`config.mk`:
```
export PLATFORM = sky130hd
export DESIGN_NAME = bcd_calendar_core
export DESIGN_NICKNAME = d
export VERILOG_FILES = /design/src/rtl/cal_pkg.sv /design/src/rtl/cal_prescaler.sv /design/src/rtl/cal_wrap_counter.sv /design/src/rtl/cal_hour_counter.sv /design/src/rtl/cal_date_counter.sv /design/src/rtl/bcd_calendar_core.sv
export SDC_FILE = /design/constraint.sdc
export NUM_CORES = 1
export LEC_CHECK = 0
export ABC_AREA = 1
export BUFFER_PORTS_ARGS = -buffer_cell sky130_fd_sc_hd__clkbuf_2
export CAP_MARGIN = 30
export CORE_MARGIN = 2
export CORE_UTILIZATION = 56
export CTS_CLUSTER_SIZE = 8
export DETAILED_ROUTE_END_ITERATION = 6
export PLACE_DENSITY_LB_ADDON = 0.15
export SYNTH_ARGS = -nofsm -noshare
export SYNTH_HDL_FRONTEND = slang
export SYNTH_HIERARCHICAL = 1
export SYNTH_SLANG_ARGS = --single-unit
```
`constraint.sdc`:
```
create_clock -name clk -period 4.2 [get_ports clk]
set_input_delay 1.05 -clock clk [delete_from_list [all_inputs] [get_ports clk]]
set_output_delay 1.05 -clock clk [all_outputs]
set_load 0.05 [all_outputs]
```
`src/rtl/cal_pkg.sv`:
```
package cal_pkg;

  // Packed-BCD increment of a two-digit byte.
  function automatic logic [7:0] bcd_inc8(input logic [7:0] v);
    logic [7:0] r;
    if (v[3:0] >= 4'd9) r = {v[7:4] + 4'd1, 4'd0};
    else                r = {v[7:4], v[3:0] + 4'd1};
    return r;
  endfunction

  // Leap test on a BCD year: 10*T+U mod 4 equals (2*T+U) mod 4.
  function automatic logic bcd_year_leap(input logic [7:0] yr);
    logic [4:0] s;
    s = {1'b0, yr[6:4], 1'b0} + {1'b0, yr[3:0]};
    return (s[1:0] == 2'b00);
  endfunction

  // Last BCD day of a BCD month.
  function automatic logic [5:0] last_day(input logic [4:0] mon, input logic [7:0] yr);
    logic [5:0] d;
    case (mon)
      5'h02:                      d = bcd_year_leap(yr) ? 6'h29 : 6'h28;
      5'h04, 5'h06, 5'h09, 5'h11: d = 6'h30;
      default:                    d = 6'h31;
    endcase
    return d;
  endfunction

endpackage

```
`src/rtl/cal_prescaler.sv`:
```
module cal_prescaler #(
  parameter int DIV = 32768
) (
  input  logic clk,
  input  logic rst_n,
  input  logic base_tick,
  input  logic clear,
  output logic sec_strobe
);
  localparam int CW = (DIV > 2) ? $clog2(DIV) : 1;
  localparam logic [CW-1:0] LAST = CW'(DIV - 1);

  logic [CW-1:0] cnt_q, cnt_d;

  always_comb begin
    cnt_d = cnt_q;
    if (clear)          cnt_d = '0;
    else if (base_tick) cnt_d = (cnt_q == LAST) ? '0 : cnt_q + CW'(1);
  end

  assign sec_strobe = base_tick && !clear && (cnt_q == LAST);

  always_ff @(posedge clk or negedge rst_n) begin
    if (!rst_n) cnt_q <= '0;
    else        cnt_q <= cnt_d;
  end
endmodule

```
`src/rtl/cal_wrap_counter.sv`:
```
module cal_wrap_counter #(
  parameter int W = 7,
  parameter logic [7:0] MAXV = 8'h59,
  parameter logic [7:0] MINV = 8'h00
) (
  input  logic         clk,
  input  logic         rst_n,
  input  logic         load,
  input  logic [W-1:0] load_val,
  input  logic         inc,
  output logic [W-1:0] value,
  output logic         carry
);
  import cal_pkg::*;

  localparam logic [W-1:0] TOP = W'(MAXV);
  localparam logic [W-1:0] BOT = W'(MINV);

  logic [W-1:0] val_q, val_d;

  always_comb begin
    val_d = val_q;
    if (load)     val_d = load_val;
    else if (inc) val_d = (val_q == TOP) ? BOT : W'(bcd_inc8(8'(val_q)));
  end

  assign carry = inc && !load && (val_q == TOP);
  assign value = val_q;

  always_ff @(posedge clk or negedge rst_n) begin
    if (!rst_n) val_q <= BOT;
    else        val_q <= val_d;
  end
endmodule

```
`src/rtl/cal_hour_counter.sv`:
```
module cal_hour_counter (
  input  logic       clk,
  input  logic       rst_n,
  input  logic       mode_24h,
  input  logic       load,
  input  logic [5:0] load_val,
  input  logic       inc,
  output logic [5:0] value,
  output logic       carry
);
  import cal_pkg::*;

  logic [5:0] hr_q, hr_d, step24, step12;
  logic       pm;
  logic [4:0] h12;

  assign pm  = hr_q[5];
  assign h12 = hr_q[4:0];

  always_comb begin
    step24 = (hr_q == 6'h23) ? 6'h00 : 6'(bcd_inc8({2'b00, hr_q}));
    if (h12 == 5'h11)      step12 = {~pm, 5'h12};
    else if (h12 == 5'h12) step12 = {pm, 5'h01};
    else                   step12 = {pm, 5'(bcd_inc8({3'b000, h12}))};
  end

  always_comb begin
    hr_d = hr_q;
    if (load)     hr_d = load_val;
    else if (inc) hr_d = mode_24h ? step24 : step12;
  end

  assign carry = inc && !load && (mode_24h ? (hr_q == 6'h23) : (hr_q == 6'h31));
  assign value = hr_q;

  always_ff @(posedge clk or negedge rst_n) begin
    if (!rst_n) hr_q <= 6'h00;
    else        hr_q <= hr_d;
  end
endmodule

```
`src/rtl/cal_date_counter.sv`:
```
module cal_date_counter (
  input  logic       clk,
  input  logic       rst_n,
  input  logic       load,
  input  logic [5:0] load_day,
  input  logic [7:0] load_month,
  input  logic       inc,
  input  logic [7:0] year,
  input  logic       century_flip,
  output logic [5:0] day,
  output logic [7:0] month,
  output logic       year_inc
);
  import cal_pkg::*;

  logic [5:0] day_q, day_d;
  logic [7:0] mon_q, mon_d;
  logic       month_end;

  assign month_end = (day_q == last_day(mon_q[4:0], year));

  always_comb begin
    day_d = day_q;
    mon_d = mon_q;
    if (load) begin
      day_d = load_day;
      mon_d = load_month;
    end else begin
      if (inc) begin
        day_d = month_end ? 6'h01 : 6'(bcd_inc8({2'b00, day_q}));
        if (month_end)
          mon_d[4:0] = (mon_q[4:0] == 5'h12) ? 5'h01 : 5'(bcd_inc8({3'b000, mon_q[4:0]}));
      end
      if (century_flip) mon_d[7] = ~mon_q[7];
    end
  end

  assign year_inc = inc && !load && month_end && (mon_q[4:0] == 5'h12);
  assign day      = day_q;
  assign month    = mon_q;

  always_ff @(posedge clk or negedge rst_n) begin
    if (!rst_n) begin
      day_q <= 6'h01;
      mon_q <= 8'h01;
    end else begin
      day_q <= day_d;
      mon_q <= mon_d;
    end
  end
endmodule

```
`src/rtl/bcd_calendar_core.sv`:
```
module bcd_calendar_core #(
  parameter int TICKS_PER_SEC = 32768
) (
  input  logic       clk,
  input  logic       rst_n,
  input  logic       base_tick,
  input  logic       mode_24h,
  input  logic       load_en,
  input  logic [6:0] load_sec,
  input  logic [6:0] load_min,
  input  logic [5:0] load_hour,
  input  logic [2:0] load_wday,
  input  logic [5:0] load_day,
  input  logic [7:0] load_month,
  input  logic [7:0] load_year,
  output logic [6:0] sec_o,
  output logic [6:0] min_o,
  output logic [5:0] hour_o,
  output logic [2:0] wday_o,
  output logic [5:0] day_o,
  output logic [7:0] month_o,
  output logic [7:0] year_o
);
  localparam int NSIX = 2;  // seconds, minutes

  logic            sec_strobe;
  logic [NSIX:0]   chain;
  logic [6:0]      six_val [NSIX];
  logic [6:0]      six_ld  [NSIX];
  logic            day_inc, year_inc, year_wrap, wday_carry;

  cal_prescaler #(.DIV(TICKS_PER_SEC)) u_pre (
    .clk(clk), .rst_n(rst_n), .base_tick(base_tick),
    .clear(load_en), .sec_strobe(sec_strobe)
  );

  assign six_ld[0] = load_sec;
  assign six_ld[1] = load_min;
  assign chain[0]  = sec_strobe;

  generate
    for (genvar i = 0; i < NSIX; i++) begin : g_sixty
      cal_wrap_counter #(.W(7), .MAXV(8'h59), .MINV(8'h00)) u_cnt (
        .clk(clk), .rst_n(rst_n), .load(load_en), .load_val(six_ld[i]),
        .inc(chain[i]), .value(six_val[i]), .carry(chain[i+1])
      );
    end
  endgenerate

  cal_hour_counter u_hour (
    .clk(clk), .rst_n(rst_n), .mode_24h(mode_24h), .load(load_en),
    .load_val(load_hour), .inc(chain[NSIX]), .value(hour_o), .carry(day_inc)
  );

  cal_wrap_counter #(.W(3), .MAXV(8'h06), .MINV(8'h00)) u_wday (
    .clk(clk), .rst_n(rst_n), .load(load_en), .load_val(load_wday),
    .inc(day_inc), .value(wday_o), .carry(wday_carry)
  );

  cal_wrap_counter #(.W(8), .MAXV(8'h99), .MINV(8'h00)) u_year (
    .clk(clk), .rst_n(rst_n), .load(load_en), .load_val(load_year),
    .inc(year_inc), .value(year_o), .carry(year_wrap)
  );

  cal_date_counter u_date (
    .clk(clk), .rst_n(rst_n), .load(load_en), .load_day(load_day),
    .load_month(load_month), .inc(day_inc), .year(year_o),
    .century_flip(year_wrap), .day(day_o), .month(month_o), .year_inc(year_inc)
  );

  assign sec_o = six_val[0];
  assign min_o = six_val[1];

  // The weekday wrap is not used by any other field.
  logic unused_ok;
  assign unused_ok = wday_carry;
endmodule

```
==> reports/metrics.cfg <==
[die]
coreArea_mm2 = 0.00809
die_w_um = 94.7
dieArea_mm2 = 0.00897
die-height_um = 94.7
pin_count = 95
fp-row-count = 33
start_util_pct = 56.9

[routing]
drt_iter0_markers = 243
wl_per_cell_um = 13.3
antenna_left = 0
wirelength_mm = 11.2
firstDrtPassIters = 4
routed_via_density = 5.31
drc = 0
vias = 4464

[global_route]
grtUsageTotal_pct = 25.8
grt-ovfl-total = 0
grt_start_max_net_pins = 68
grt_pass1_wl_mm = 18.5
grt_pass1_vias = 4189
antenna_found_initial = 0

[sta]
maxSlewHeadroom_pct = 40.2
setup_viol_count_final = 0
rsz0062_at_grt = false
hold_viol = 0
final.setup.tns_ns = 0
tightest_slew_ns = 0.897
hold_ws_ns = 0.493
period_share_pct = 87.1
drv_slew = 0
clock_skew_ns = 0.00892
fmax_mhz = 273
fin_crit_ns = 3.66

[clock_network]
post_cts_buffers = 0
tritoncts = built
clk_pin_slew_worst_paths_ns = 0.07
htree_num_levels = 3
clock-sinks = 60
root_buffer = clkbuf_8
clock_latency_ns = 0.34
cts_buffers = 9
clockBufferDepth = 2

[layout]
syn_to_final_growth_pct = 16.7
multi_input_area_mm2 = 0.00274
seq_area_mm2 = 0.00150
final_core_util_pct = 66.4
drive_gt1_share_pct = 24.7
fill_cells = 726
finish.instance_area_mm2 = 0.00538
nNetsFinal = 811
diodes = 0

[logic_synthesis]
yosysWarningCount = 6
syn_inst = 630
synth_area_mm2 = 0.00461
syn_nets = 709
avgSynthCellArea_um2 = 7.31

[placement]
dpl.hpwl_mm = 8.41
place_area_mm2 = 0.00518
place_congestion = 0.890
port_buffers = 94

[critical_path]
path_class = register to register
worstSetupStartpointType = register
critical_path.max_fanout = 6
crit_required_ns = 4.42
end_kind = register
critPathArrivalTime_ns = 3.88

[power_and_ir_drop]
p_total_mw = 2.02
power.density_mw_per_mm2 = 376
ir_drop_mv = 0.234
p_leak_nw = 2.82

[hold_path]
hold_path_class = register to register

[status]
outcome = finished clean

[job]
cap_violations = 0

## worst paths after layout
check / start / endpoint / slack, ns / depth (start not counted)
setup / recovery: u_pre/cnt_q[0] / u_year/value[5] / 0.54 / 18
hold / removal: u_date/month[6] / u_date/month[6] / 0.49 / 2
setup reg to reg: u_pre/cnt_q[0] / u_year/value[5] / 0.54 / 18
hold reg to reg: u_date/month[6] / u_date/month[6] / 0.49 / 2
max in group asynchronous: rst_n / u_date/day[0] / 2.58 / 2
min in group asynchronous: rst_n / g_sixty[1].u_cnt/value[6] / 0.82 / 1
## what timing repair did
item | CTS | global route
resized for setup | 0 | 1
hold buffers | 0 | 0
endpoints found under the setup margin | 0 | 8
## where the power goes
part	internal (mW)	leakage (nW)	total, mW	switching [mW]
Combinational	0.218	1.97	0.747	0.529
Sequential	0.646	0.752	0.759	0.113
Clock	0.275	0.0986	0.513	0.238
Total	1.14	2.82	2.02	0.880
## cell usage in the layout (no fill, tap or decap), types with 11 or more instances in the layout
cell      count
nand3_1      56
nor2_4       15
dfrtp_1      58
o21ai_0      15
a22oi_1      13
nand2_2      11
clkbuf_8     13
inv_1        73
o21ai_1      14
ha_1         29
nand2_1     181
nand4_1      13
nor2_1       56
clkbuf_2     94
## sequential cells by signal, summed over array words and instances (netlist names)
register and cells:
u_wday/value 3, u_hour/value 6, g_sixty.u_cnt/value 14, u_year/value 8, u_pre/cnt_q 15, u_date/month 8
u_date/day 6
## per-layer routing
metal | wire length, µm | share of wire [%] | global-route usage [%] | vias up
li1 | - | - | - | 2230
met1 | 4950 | 44 | 32.8 | 2087
met2 | 5520 | 49 | 44.2 | 131
met3 | 515 | 4.6 | 3.35 | 16
met4 | 187 | 1.7 | 10.4 | 0
met5 | 0 | 0 | 0 | -
## through the flow
stage / cells / setup WS (ns)
2_1_floorplan: 630 / 0.826
3_3_place_gp: 826 / 0.402
3_5_place_dp: 826 / 0.173
4_1_cts: 841 / 0.373
5_1_grt: 841 / 0.156
6_report: 841 / 0.542
## critical path: stages (launching register included)
cell,delay (ns)
dfrtp_1,0.43
ha_1,0.26
nand2_2,0.10
nor2_4,0.13
nand4_4,0.16
nor3_1,0.17
buf_4,0.15
nand2_1,0.05
nor2_1,0.27
nand2_1,0.09
nor2_1,0.13
inv_1,0.05
nor2_1,0.12
a21boi_1,0.41
nand2_1,0.13
nor3_2,0.37
nand3_2,0.20
mux2i_1,0.24
a21oi_2,0.07
## cell type report
| cell class | instances | area share (%) |
|---|---|---|
| multi-input combinational | 480 | 50.9 |
| sequential | 60 | 28.0 |
| timing repair buffer | 98 | 9.31 |
| inverter | 83 | 5.91 |
| clock buffer | 14 | 3.40 |
| tap | 105 | 2.44 |
| clock inverter | 1 | 0.0931 |
(Power assumes the default switching activity.)
